$ cat config.mk
export PLATFORM = sky130hd
export DESIGN_NAME = rdcal_seq
export DESIGN_NICKNAME = d
export VERILOG_FILES = /design/src/rtl/cal_pkg.sv /design/src/rtl/cal_wait.sv /design/src/rtl/cal_enc.sv /design/src/rtl/cal_fsm.sv /design/src/rtl/rdcal_seq.sv
export SDC_FILE = /design/constraint.sdc
export NUM_CORES = 1
export LEC_CHECK = 0
export CAP_MARGIN = 0
export CORE_ASPECT_RATIO = 1.5
export CORE_MARGIN = 1
export CORE_UTILIZATION = 34
export CTS_CLUSTER_DIAMETER = 150
export DETAILED_ROUTE_END_ITERATION = 8
export HOLD_SLACK_MARGIN = 0.15
export PLACE_DENSITY_LB_ADDON = 0.1
export SYNTH_ARGS = -nofsm -noshare
export SYNTH_HDL_FRONTEND = slang
export SYNTH_HIERARCHICAL = 1
export SYNTH_SLANG_ARGS = --single-unit
export TNS_END_PERCENT = 5
$ cat constraint.sdc
create_clock -name clk -period 5.35 [get_ports clk]
set_input_delay 1.07 -clock clk [delete_from_list [all_inputs] [get_ports clk]]
set_output_delay 1.07 -clock clk [all_outputs]
set_load 0.1 [all_outputs]
$ cat src/rtl/cal_pkg.sv
package cal_pkg;
    localparam int TIME_W      = 8;
    localparam int ADDR_W      = 14;
    localparam int BA_W        = 3;
    localparam int CMD_W       = 3;
    localparam int MR3_SEL     = 3;
    localparam int MPR_EN_BIT  = 2;
    localparam int BL8_BIT     = 12;
    localparam int ALLBANK_BIT = 10;
    localparam int GAP_FLOOR   = 4;

    typedef enum logic [CMD_W-1:0] {
        CMD_NOP    = 3'd0,
        CMD_PREALL = 3'd1,
        CMD_MRS    = 3'd2,
        CMD_READ   = 3'd3,
        CMD_WRITE  = 3'd4
    } cal_cmd_e;

    typedef enum logic [2:0] {
        ISS_NONE,
        ISS_PRE,
        ISS_MPR_ON,
        ISS_READ,
        ISS_MPR_OFF
    } iss_e;

    typedef enum logic [2:0] {
        ST_IDLE,
        ST_PRE_WAIT,
        ST_ON_WAIT,
        ST_RD_WAIT,
        ST_OFF_WAIT
    } st_e;

    typedef struct packed {
        cal_cmd_e            cmd;
        logic [BA_W-1:0]     ba;
        logic [ADDR_W-1:0]   addr;
    } bus_t;

    // Latched wait targets, each already reduced to "elapsed count minus one".
    typedef struct packed {
        logic [TIME_W-1:0] rp;
        logic [TIME_W-1:0] mode;
        logic [TIME_W-1:0] mprr;
        logic [TIME_W-1:0] gap;
    } times_t;

    function automatic logic [TIME_W-1:0] tmax(input logic [TIME_W-1:0] a,
                                               input logic [TIME_W-1:0] b);
        return (a > b) ? a : b;
    endfunction

    // Clamp a cycle count to a floor (>= 1) and convert it to a compare target.
    function automatic logic [TIME_W-1:0] wait_tgt(input logic [TIME_W-1:0] v,
                                                   input logic [TIME_W-1:0] floor_v);
        return tmax(v, floor_v) - TIME_W'(1);
    endfunction
endpackage

$ cat src/rtl/cal_wait.sv
module cal_wait
    import cal_pkg::*;
(
    input  logic              clk,
    input  logic              rst,
    input  logic              restart,
    input  logic [TIME_W-1:0] target,
    output logic              expired
);
    logic [TIME_W-1:0] el_q;

    // Saturating count of edges since the last issued command.
    always_ff @(posedge clk) begin
        if (rst || restart) begin
            el_q <= '0;
        end else if (el_q != '1) begin
            el_q <= el_q + TIME_W'(1);
        end
    end

    assign expired = (el_q >= target);

    // the elapsed counter saturates instead of wrapping, so long waits still expire.
    a_r6_no_wrap: assert property (@(posedge clk) disable iff (rst)
        (el_q == '1 && !restart) |=> (el_q == '1));
endmodule

$ cat src/rtl/cal_enc.sv
module cal_enc
    import cal_pkg::*;
(
    input  iss_e kind,
    output bus_t bus
);
    always_comb begin
        bus = '{cmd: CMD_NOP, ba: '0, addr: '0};
        unique case (kind)
            ISS_PRE: begin
                bus.cmd               = CMD_PREALL;
                bus.addr[ALLBANK_BIT] = 1'b1;
            end
            ISS_MPR_ON: begin
                bus.cmd              = CMD_MRS;
                bus.ba               = BA_W'(MR3_SEL);
                bus.addr[MPR_EN_BIT] = 1'b1;
            end
            ISS_READ: begin
                bus.cmd           = CMD_READ;
                bus.addr[BL8_BIT] = 1'b1;
            end
            ISS_MPR_OFF: begin
                bus.cmd = CMD_MRS;
                bus.ba  = BA_W'(MR3_SEL);
            end
            default: ;
        endcase
    end
endmodule

$ cat src/rtl/cal_fsm.sv
module cal_fsm
    import cal_pkg::*;
(
    input  logic              clk,
    input  logic              rst,
    input  logic              start,
    input  logic              cap_ok,
    input  logic [TIME_W-1:0] t_rp,
    input  logic [TIME_W-1:0] t_mrd,
    input  logic [TIME_W-1:0] t_mod,
    input  logic [TIME_W-1:0] t_mprr,
    input  logic [TIME_W-1:0] t_gap,
    input  logic              expired,
    output iss_e              iss,
    output logic              restart,
    output logic [TIME_W-1:0] target,
    output logic              fin,
    output logic              busy
);
    st_e    st_q, st_d;
    times_t tq;
    logic   stop_q, stop_now;

    assign stop_now = stop_q | cap_ok;
    assign busy     = (st_q != ST_IDLE);
    assign restart  = (iss != ISS_NONE);

    always_comb begin
        unique case (st_q)
            ST_PRE_WAIT: target = tq.rp;
            ST_ON_WAIT:  target = tq.mode;
            ST_RD_WAIT:  target = stop_now ? tq.mprr : tq.gap;
            ST_OFF_WAIT: target = tq.mode;
            default:     target = '0;
        endcase
    end

    always_comb begin
        st_d = st_q;
        iss  = ISS_NONE;
        fin  = 1'b0;
        unique case (st_q)
            ST_IDLE: if (start) begin
                iss  = ISS_PRE;
                st_d = ST_PRE_WAIT;
            end
            ST_PRE_WAIT: if (expired) begin
                iss  = ISS_MPR_ON;
                st_d = ST_ON_WAIT;
            end
            ST_ON_WAIT: if (expired) begin
                iss  = ISS_READ;
                st_d = ST_RD_WAIT;
            end
            ST_RD_WAIT: if (expired) begin
                if (stop_now) begin
                    iss  = ISS_MPR_OFF;
                    st_d = ST_OFF_WAIT;
                end else begin
                    iss = ISS_READ;
                end
            end
            ST_OFF_WAIT: if (expired) begin
                fin  = 1'b1;
                st_d = ST_IDLE;
            end
            default: st_d = ST_IDLE;
        endcase
    end

    always_ff @(posedge clk) begin
        if (rst) begin
            st_q   <= ST_IDLE;
            stop_q <= 1'b0;
            tq     <= '0;
        end else begin
            st_q   <= st_d;
            stop_q <= (st_q == ST_RD_WAIT && st_d == ST_RD_WAIT) ? stop_now : 1'b0;
            if (st_q == ST_IDLE && start) begin
                tq.rp   <= wait_tgt(t_rp, TIME_W'(1));
                tq.mode <= wait_tgt(tmax(t_mrd, t_mod), TIME_W'(1));
                tq.mprr <= wait_tgt(t_mprr, TIME_W'(1));
                tq.gap  <= wait_tgt(t_gap, TIME_W'(GAP_FLOOR));
            end
        end
    end

    // once cap_ok has been seen in the loop, no further read is issued.
    a_r7_no_read_after_stop: assert property (@(posedge clk) disable iff (rst)
        (st_q == ST_RD_WAIT && stop_q) |-> (iss != ISS_READ));
    // latched targets stay put for the whole run.
    a_r11_targets_stable: assert property (@(posedge clk) disable iff (rst)
        (st_q != ST_IDLE) |=> $stable(tq));
endmodule

$ cat src/rtl/rdcal_seq.sv
module rdcal_seq
    import cal_pkg::*;
(
    input  logic              clk,
    input  logic              rst,
    input  logic              start,
    input  logic              cap_ok,
    input  logic [TIME_W-1:0] t_rp,
    input  logic [TIME_W-1:0] t_mrd,
    input  logic [TIME_W-1:0] t_mod,
    input  logic [TIME_W-1:0] t_mprr,
    input  logic [TIME_W-1:0] t_gap,
    output logic [CMD_W-1:0]  cmd_o,
    output logic [BA_W-1:0]   ba_o,
    output logic [ADDR_W-1:0] addr_o,
    output logic              busy_o,
    output logic              done_o
);
    iss_e              iss;
    logic              restart, expired, fin, busy;
    logic [TIME_W-1:0] target;
    bus_t              bus_d, bus_q;
    logic              done_q;

    cal_fsm u_fsm (
        .clk(clk), .rst(rst), .start(start), .cap_ok(cap_ok),
        .t_rp(t_rp), .t_mrd(t_mrd), .t_mod(t_mod), .t_mprr(t_mprr), .t_gap(t_gap),
        .expired(expired), .iss(iss), .restart(restart), .target(target),
        .fin(fin), .busy(busy)
    );

    cal_wait u_wait (
        .clk(clk), .rst(rst), .restart(restart), .target(target), .expired(expired)
    );

    cal_enc u_enc (
        .kind(iss), .bus(bus_d)
    );

    always_ff @(posedge clk) begin
        if (rst) begin
            bus_q  <= '{cmd: CMD_NOP, ba: '0, addr: '0};
            done_q <= 1'b0;
        end else begin
            bus_q  <= bus_d;
            done_q <= fin;
        end
    end

    assign cmd_o  = bus_q.cmd;
    assign ba_o   = bus_q.ba;
    assign addr_o = bus_q.addr;
    assign busy_o = busy;
    assign done_o = done_q;

    // Checker-side read spacing counter (cycles since last visible read).
    logic [TIME_W-1:0] rd_age;
    logic              rd_seen;
    always_ff @(posedge clk) begin
        if (rst) begin
            rd_age  <= '0;
            rd_seen <= 1'b0;
        end else begin
            if (bus_q.cmd == CMD_READ) begin
                rd_age  <= TIME_W'(1);
                rd_seen <= 1'b1;
            end else begin
                if (rd_age != '1) rd_age <= rd_age + TIME_W'(1);
                if (!busy) rd_seen <= 1'b0;
            end
        end
    end

    a_r10_no_write: assert property (@(posedge clk) disable iff (rst)
        bus_q.cmd != CMD_WRITE);
    a_r9_done_single: assert property (@(posedge clk) disable iff (rst)
        done_o |=> !done_o);
    a_r9_done_idle: assert property (@(posedge clk) disable iff (rst)
        done_o |-> !busy_o);
    a_r2_pre_first: assert property (@(posedge clk) disable iff (rst)
        (!busy_o && start) |=> (bus_q.cmd == CMD_PREALL && busy_o));
    a_r6_read_spacing: assert property (@(posedge clk) disable iff (rst)
        (bus_q.cmd == CMD_READ && rd_seen) |-> (rd_age >= TIME_W'(GAP_FLOOR)));
    a_r3_mrs_bank: assert property (@(posedge clk) disable iff (rst)
        (bus_q.cmd == CMD_MRS) |-> (bus_q.ba == BA_W'(MR3_SEL)));
endmodule

==> tab_implementation.tex, run 1 <==
\begin{tabular}{lr}
\hline
Metric & Value \\
\hline
\multicolumn{2}{l}{\textbf{Placed design}} \\
\quad HPWL Detailed & 6618 um \\
\quad Number of I/O port buffers & 65 \\
\quad Weighted congestion reported at the end of routability-driven placement & 0.8621 \\
\quad Placed cell areas & about 4500 sq um \\
\quad Post-Place Setup Slack & 530.0 ps \\
\multicolumn{2}{l}{\textbf{Setup path}} \\
\quad Endpoint kind of the worst setup timing path & register \\
\quad Critical path startpoint category & input pin \\
\quad Critical path class & input pin to register \\
\quad Signal arrival time at the worst endpoint & 4730 ps \\
\quad Max Fanout on Critical Path & 10 \\
\quad Data required, critical path & 5540 ps \\
\multicolumn{2}{l}{\textbf{STA}} \\
\quad Setup\_tns & 0 ps \\
\quad Setup violation total in the final timing report & 0 \\
\quad Clock tree skew after final layout & 7.054 ps \\
\quad Max\_slew headroom & 0.1613 \\
\quad Shortest period the worst path allows & about 4500 ps \\
\quad Final hold violations & 0 \\
\quad Fmax & 220.3 MHz \\
\quad Slew at the pin closest to its max-slew limit & about 1300 ps \\
\quad Worst Hold Slack & 460.8 ps \\
\quad Number of max-slew violations in the final report & 0 \\
\quad Final period util & 0.8483 \\
\quad RSZ-0062 raised after global routing & false \\
\quad Setup slack of the critical path after layout & 811.4 ps \\
\multicolumn{2}{l}{\textbf{Clock tree}} \\
\quad Longest Clk Path Bufs & 2 \\
\quad Clock H-tree levels & 3 \\
\quad Clk Tree Root Cell & sky130\_fd\_sc\_hd\_\_clkbuf\_16 \\
\quad Number of cells upsized or downsized after cts & 0 \\
\quad Clock slew at the register clock pins of the worst setup and hold paths & roughly 50 ps \\
\quad Number of CTS-inserted buffers & 9 \\
\quad CTS hold repair buffers & 0 \\
\quad Clock latency on the worst-skew pair & 320 ps \\
\quad TritonCTS clock tree & yes \\
\quad CTS Sinks & between 60 and 70 \\
\quad Post-CTS Repair Setup Buffers & 0 \\
\multicolumn{2}{l}{\textbf{Status}} \\
\quad Run status & completed \\
\multicolumn{2}{l}{\textbf{Final layout}} \\
\quad Number of fillers in the final layout & 1,170 \\
\quad Final layout net count & 573 \\
\quad Share of final-layout standard cells stronger than drive strength 1 & 0.1170 \\
\quad Growth of design area from synthesis to finish & 26.65\% \\
\quad \# diodes & 0 \\
\quad Post-route cell area & just under 5000 sq um \\
\multicolumn{2}{l}{\textbf{Route}} \\
\quad Antenna viol nets, final & 0 \\
\quad Routed WL & 8622 um \\
\quad Via density per instance & 4.850 \\
\quad Drt first-iter violations & slightly below 90 \\
\quad Wire per inst & 13.06 um \\
\quad Number of iterations in the first detailed-routing pass & 4 \\
\quad Number of vias after detailed routing & $\sim$3,200 \\
\quad Residual DRC & 0 \\
\multicolumn{2}{l}{\textbf{Yosys}} \\
\quad Avg Inst Size Synth & 8.464 sq um \\
\quad FF+latch count, synth & between 60 and 70 \\
\quad Library cells used by synthesis & between 60 and 70 \\
\quad Cell area after technology mapping & 3817 sq um \\
\quad Count of flip-flops with a built-in enable after synthesis & 0 \\
\quad Proportion of synthesized flip-flops having asynchronous set or reset & 0 \\
\quad Most instantiated flip-flop cell in the synthesis netlist & sky130\_fd\_sc\_hd\_\_dfxtp\_1 \\
\quad Biggest area contributors in the synthesized netlist & sky130\_fd\_sc\_hd\_\_dfxtp\_1, sky130\_fd\_sc\_hd\_\_ha\_1, sky130\_fd\_sc\_hd\_\_nor2\_1 \\
\quad Number of warnings printed during yosys synthesis & 6 \\
\quad Most instantiated cells after synthesis & sky130\_fd\_sc\_hd\_\_dfxtp\_1, sky130\_fd\_sc\_hd\_\_nor2\_1, sky130\_fd\_sc\_hd\_\_nand2\_1 \\
\quad Sequential share of the synthesized area & 0.3409 \\
\quad Gate count of the mapped netlist & about 450 \\
\quad Fraction of synthesized cell area taken by the top area cell type & 0.3409 \\
\quad Yosys top cell by area & sky130\_fd\_sc\_hd\_\_dfxtp\_1 \\
\quad Dominant cell by count in the synthesized netlist & sky130\_fd\_sc\_hd\_\_dfxtp\_1 \\
\multicolumn{2}{l}{\textbf{Power and ir drop}} \\
\quad Leakage power summed over all cells & 1.835 nW \\
\quad Combinational cell fraction of total power & 0.373 \\
\quad Power density over cell area & about 420 nW/um\^{}2 \\
\quad Proportion of power drawn by the clock network & 0.304 \\
\quad Net switching power of the design & 0.0007666 W \\
\quad Fraction of power consumed by sequential logic & 0.323 \\
\quad Worst IR drop on VDD & about 0.14 mV \\
\quad Internal cell power & around 0.0013 W \\
\quad Switch share & 0.3732 \\
\multicolumn{2}{l}{\textbf{GRT}} \\
\quad Global-route wire length before repair & about 14,000 um \\
\quad GRT Total Usage & 0.1577 \\
\quad Number of global-route vias before repair & 3,048 \\
\quad Leftover overflow at the end of global routing & 0 \\
\quad Number of antenna violations at the first check in global routing & 0 \\
\quad Largest net degree at the start of global routing & 33 \\
\multicolumn{2}{l}{\textbf{Floorplanning}} \\
\quad Die extent in y & 131.8 um \\
\quad Horizontal die dimension & between 80 and 90 um \\
\quad Placeable Area & around 11,000 sq um \\
\quad Number of I/O pins & between 60 and 70 \\
\quad Standard-cell rows & 47 \\
\quad Area of the die & 11,660 sq um \\
\quad Initial core utilization & 0.3471 \\
\multicolumn{2}{l}{\textbf{Flow run}} \\
\quad Number of max-capacitance violations reported & 0 \\
\multicolumn{2}{l}{\textbf{Worst hold path}} \\
\quad Worst min-delay path category & register to register \\
\hline
\end{tabular}
-- cell type report --
cell class | count | area, sq um | share of cell area
multi-input combinational | 341 | 2268 | 0.4692
sequential | 65 | 1301 | 0.2692
timing repair buffer | 69 | 675.6 | 0.1398
clock buffer | 12 | 246.5 | 0.05098
tap | 147 | 183.9 | 0.03804
inverter | 22 | 82.58 | 0.01708
clock inverter | 4 | 76.32 | 0.01579
-- power groups by stage --
stage | registers (W) | logic, W | clock network, W
after global placement | 0.000676 | 0.000759 | 0
after floorplan | 0.000805 | 0.000444 | 0
after detailed placement | 0.000675 | 0.000766 | 0
after global routing | 0.000677 | 0.000839 | 0.000658
final | 0.000664 | 0.000766 | 0.000624
after CTS | 0.000665 | 0.000768 | 0.000641
-- metrics by stage --
stage | cells | util | total power, W
3_5_place_dp | 644 | 0.4103 | 0.001440
3_3_place_gp | 644 | 0.4103 | 0.001435
2_1_floorplan | 463 | - | 0.001248
5_1_grt | 660 | 0.4396 | 0.002174
4_1_cts | 660 | 0.4396 | 0.002074
6_report | 660 | 0.4396 | 0.002054
-- worst paths after layout --
kind	start	endpoint	slack (ps)	depth (start not counted)
worst max register to register	u_fsm/st_q[1]$_SDFF_PP0_	cmd_o[1]$_SDFF_PP0_	1340	13
worst max-delay path	cap_ok	cmd_o[1]$_SDFF_PP0_	810	15
worst min-delay path	u_fsm/tq[19]$_SDFFE_PP0P_	u_fsm/tq[19]$_SDFFE_PP0P_	460	2
worst min register to register	u_fsm/tq[19]$_SDFFE_PP0P_	u_fsm/tq[19]$_SDFFE_PP0P_	460	2
-- critical path, stage by stage --
cell                              delay (ps)
sky130_fd_sc_hd__clkdlybuf4s50_1         440
sky130_fd_sc_hd__nor2_1                  390
sky130_fd_sc_hd__nand2_1                 120
sky130_fd_sc_hd__a31oi_1                 260
sky130_fd_sc_hd__a22o_1                  170
sky130_fd_sc_hd__inv_1                    50
sky130_fd_sc_hd__ha_1                    260
sky130_fd_sc_hd__o21a_1                  110
sky130_fd_sc_hd__nor2_1                   40
sky130_fd_sc_hd__o31ai_1                 820
sky130_fd_sc_hd__a32oi_1                 250
sky130_fd_sc_hd__nor2_1                  270
sky130_fd_sc_hd__nor2_1                   70
sky130_fd_sc_hd__mux2_4                  250
sky130_fd_sc_hd__nor2b_2                 140
-- cell usage in the layout, fill, tap and decap left out, types with 4 or more instances in the layout --
master                            count
sky130_fd_sc_hd__conb_1              13
sky130_fd_sc_hd__or3_1                5
sky130_fd_sc_hd__clkdlybuf4s50_1     64
sky130_fd_sc_hd__nand3_1              7
sky130_fd_sc_hd__buf_4                4
sky130_fd_sc_hd__nand4_1              5
sky130_fd_sc_hd__a31oi_1             14
sky130_fd_sc_hd__xor2_1               7
sky130_fd_sc_hd__dfxtp_1             65
sky130_fd_sc_hd__nor3_1              11
sky130_fd_sc_hd__a22o_1               8
sky130_fd_sc_hd__and3_1               4
sky130_fd_sc_hd__nor2_1              50
sky130_fd_sc_hd__inv_1               21
sky130_fd_sc_hd__nor2b_2             21
sky130_fd_sc_hd__o21ai_1              9
sky130_fd_sc_hd__o21ai_0              7
sky130_fd_sc_hd__ha_1                21
sky130_fd_sc_hd__o211ai_1             5
sky130_fd_sc_hd__clkbuf_16            9
sky130_fd_sc_hd__a211oi_1            18
sky130_fd_sc_hd__xnor2_1             15
sky130_fd_sc_hd__nand2_1             43
sky130_fd_sc_hd__a21oi_1             17
-- state kept, by name (all words and copies together) (netlist names) --
register      flops
u_fsm/st_q        3
u_wait/el_q       8
u_fsm/tq         32
cmd_o             3
u_fsm/stop_q      1
ba_o              3
done_o            1
addr_o           14
-- per-layer routing --
metal  GRT usage  part of all wire  vias to the layer above
met1      0.1797              0.43                     1441
met3     0.02818             0.031                       11
met2      0.2769              0.52                       64
li1            -                 -                     1685
met4     0.07348             0.022                        0
met5           0                 0                        -
-- cell families (layout without fill, tap and decap cells) --
family,after synthesis,after routing,share of synthesized area
AOI/OAI and AO/OA,98,98,0.1809
xor gates and xnor gates,22,22,0.05048
adders and majority gates,21,21,0.06883
buffers and inverters,57,107,0.07735
DFF,65,65,0.3409
muxes,8,8,0.02556
other,1,13,0.0009823
and+or+nand+nor,179,179,0.2550
No activity file was read; power rests on OpenSTA's default activity.
==> inputs of run 2 (changes only) <==
==> constraint.sdc (replaced) <==
create_clock -name clk -period 4.1 [get_ports clk]
set_input_delay 0.82 -clock clk [delete_from_list [all_inputs] [get_ports clk]]
set_output_delay 0.82 -clock clk [all_outputs]
set_load 0.1 [all_outputs]
==> run 2 against run 1 <==
Compared with the run above:
- routed wire length is 1.0% lower
- hold slack lost 1.5 ps
- non-clock buffer count is 8 higher
- worst setup slack worse by 510 ps
==> tab_implementation.tex, run 2 (same netlist as run 1, synthesis figures left out) <==
\begin{tabular}{lr}
\hline
Metric & Value \\
\hline
\multicolumn{2}{l}{\textbf{Clock tree}} \\
\quad Clock slew at the register clock pins of the worst setup and hold paths & 50 ps \\
\quad Post-CTS Repair Setup Buffers & 0 \\
\quad Number of CTS-inserted buffers & 9 \\
\quad TritonCTS clock tree & yes \\
\quad Clk Tree Root Cell & sky130\_fd\_sc\_hd\_\_clkbuf\_16 \\
\quad Longest Clk Path Bufs & 2 \\
\quad CTS hold repair buffers & 0 \\
\quad Number of cells upsized or downsized after cts & 0 \\
\quad Clock latency on the worst-skew pair & 330 ps \\
\quad Clock H-tree levels & 3 \\
\quad CTS Sinks & 65 \\
\multicolumn{2}{l}{\textbf{Setup path}} \\
\quad Signal arrival time at the worst endpoint & 4060 ps \\
\quad Depth of the most critical reg-to-reg path & 13 \\
\quad Critical path class & input pin to register \\
\quad Endpoint kind of the worst setup timing path & register \\
\quad Data required, critical path & 4360 ps \\
\quad Critical path startpoint category & input pin \\
\quad Max Fanout on Critical Path & 12 \\
\multicolumn{2}{l}{\textbf{Worst hold path}} \\
\quad Worst Hold Depth & 2 \\
\quad Worst min-delay path category & register to register \\
\multicolumn{2}{l}{\textbf{Floorplanning}} \\
\quad Number of I/O pins & between 60 and 70 \\
\quad Area of the die & approximately 12,000 sq um \\
\quad Horizontal die dimension & roughly 89 um \\
\quad Placeable Area & 11,000 sq um \\
\quad Initial core utilization & 0.3471 \\
\quad Die extent in y & 131.8 um \\
\quad Standard-cell rows & 47 \\
\multicolumn{2}{l}{\textbf{Placed design}} \\
\quad Total placed cells including tap cells & 652 \\
\quad Post-Place Setup Slack & -155.0 ps \\
\quad Weighted congestion reported at the end of routability-driven placement & about 0.83 \\
\quad Number of I/O port buffers & 65 \\
\quad Placed cell areas & 4569 sq um \\
\quad HPWL Detailed & approximately 6500 um \\
\multicolumn{2}{l}{\textbf{Status}} \\
\quad Run status & completed \\
\multicolumn{2}{l}{\textbf{Final layout}} \\
\quad Share of final-layout standard cells stronger than drive strength 1 & 0.1363 \\
\quad Most used cells in the layout excluding fill and tap cells & sky130\_fd\_sc\_hd\_\_dfxtp\_1, sky130\_fd\_sc\_hd\_\_clkdlybuf4s50\_1, sky130\_fd\_sc\_hd\_\_nor2\_1 \\
\quad Post-route cell area & 4866 sq um \\
\quad Most common cell after layout, fill and taps aside & sky130\_fd\_sc\_hd\_\_dfxtp\_1 \\
\quad Final layout net count & 581 \\
\quad Register with the highest flop count & u\_fsm/tq \\
\quad \# diodes & 0 \\
\quad Growth of design area from synthesis to finish & 27.47\% \\
\quad Final cell count without fillers & 668 \\
\quad Final Util & 0.4425 \\
\quad Flip-flop count of the largest register, all copies and words added & 32 \\
\multicolumn{2}{l}{\textbf{STA}} \\
\quad Fmax & 263.1 MHz \\
\quad Final period util & 0.9270 \\
\quad RSZ-0062 raised after global routing & false \\
\quad Worst Hold Slack & 459.3 ps \\
\quad Final hold violations & 0 \\
\quad Slew at the pin closest to its max-slew limit & 967.7 ps \\
\quad Max\_slew headroom & 0.3529 \\
\quad Setup slack of the critical path after layout & 299.4 ps \\
\quad Clock tree skew after final layout & 6.256 ps \\
\quad Number of max-slew violations in the final report & 0 \\
\quad Shortest period the worst path allows & 3801 ps \\
\quad Setup violation total in the final timing report & 0 \\
\multicolumn{2}{l}{\textbf{Flow run}} \\
\quad Number of max-capacitance violations reported & 0 \\
\multicolumn{2}{l}{\textbf{Route}} \\
\quad Routed WL & 8533 um \\
\quad Number of vias after detailed routing & around 3,300 \\
\quad Antenna viol nets, final & 0 \\
\quad Number of iterations in the first detailed-routing pass & 4 \\
\quad Residual DRC & 0 \\
\quad Via density per instance & 4.883 \\
\quad Wire per inst & between 10 and 15 um \\
\quad Drt first-iter violations & 68 \\
\multicolumn{2}{l}{\textbf{Power and ir drop}} \\
\quad Net switching power of the design & 0.001016 W \\
\quad Power density over cell area & 544.9 nW/um\^{}2 \\
\quad Leakage power summed over all cells & between 1.5 and 2 nW \\
\quad Combinational cell fraction of total power & 0.403 \\
\quad Proportion of power drawn by the clock network & 0.276 \\
\quad Worst IR drop on VDD & approximately 0.19 mV \\
\quad Switch share & 0.3832 \\
\quad Fraction of power consumed by sequential logic & 0.321 \\
\quad Internal cell power & 0.001635 W \\
\multicolumn{2}{l}{\textbf{GRT}} \\
\quad Global-route wire length before repair & 14,210 um \\
\quad Largest net degree at the start of global routing & 48 \\
\quad GRT Total Usage & 0.1582 \\
\quad Number of global-route vias before repair & 3,049 \\
\quad Number of antenna violations at the first check in global routing & 0 \\
\quad Leftover overflow at the end of global routing & 0 \\
\hline
\end{tabular}
[run 2: cell count changes in the layout (fill, tap and decap cells not counted), sizes merged]
cell / delta
clkdlybuf4s50: -1
buf: +9
clkbuf: +1
bufinv: -2
clkinvlp: +1
[run 2: layout make-up]
class                   count  area, sq um
fillers                  1123         6131
multi-input cells         341         2271
flip-flops and latches     65         1301
repair buffers             77        733.2
clock buffers              13        270.3
well taps                 147        183.9
inverters                  22        82.58
clock inverters             3        23.77
[run 2: power by group through the flow]
stage / Clock (W) / Combinational (W) / Sequential [W]
2_1_floorplan: 0 / 0.000579 / 0.00105
3_3_place_gp: 0 / 0.00106 / 0.000866
3_5_place_dp: 0 / 0.00107 / 0.000866
4_1_cts: 0.000752 / 0.00107 / 0.000854
5_1_grt: 0.000783 / 0.00117 / 0.000871
6_report: 0.000732 / 0.00107 / 0.000852
[run 2: critical path, stage by stage]
cell and delay [ps]:
sky130_fd_sc_hd__clkdlybuf4s50_1 410, sky130_fd_sc_hd__or2_1 370, sky130_fd_sc_hd__nand2_1 120, sky130_fd_sc_hd__a31oi_1 90, sky130_fd_sc_hd__a22o_1 190, sky130_fd_sc_hd__ha_1 280, sky130_fd_sc_hd__nand2b_1 130, sky130_fd_sc_hd__a2111oi_0 420
sky130_fd_sc_hd__o31ai_1 110, sky130_fd_sc_hd__buf_4 160, sky130_fd_sc_hd__buf_4 140, sky130_fd_sc_hd__o21ai_1 60, sky130_fd_sc_hd__a21oi_1 100, sky130_fd_sc_hd__nor2_2 330, sky130_fd_sc_hd__o21ai_0 150, sky130_fd_sc_hd__a31oi_1 160
[run 2: per-layer routing]
layer | wire length (um) | global-route usage | vias up
li1 | - | - | 1707
met1 | 3626 | 0.1739 | 1479
met2 | 4422 | 0.2803 | 64
met3 | 262 | 0.03068 | 12
met4 | 221 | 0.07975 | 0
met5 | 0 | 0 | -
[run 2: worst paths after layout]
path	end	start	slack (ps)
max reg2reg	u_wait/el_q[3]$_SDFFE_PP0P_	u_fsm/st_q[0]$_SDFF_PP0_	730
min reg2reg	u_fsm/tq[7]$_SDFFE_PP0P_	u_fsm/tq[7]$_SDFFE_PP0P_	460
min	u_fsm/tq[7]$_SDFFE_PP0P_	u_fsm/tq[7]$_SDFFE_PP0P_	460
max	u_wait/el_q[3]$_SDFFE_PP0P_	cap_ok	300
[run 2: per-stage QoR]
| stage | setup TNS [ps] | power (W) |
|---|---|---|
| after floorplan | 0 | 0.001629 |
| after global placement | -445.2 | 0.001923 |
| after detailed placement | -707.5 | 0.001936 |
| after CTS | 0 | 0.002681 |
| after global routing | 0 | 0.002827 |
| final | 0 | 0.002652 |
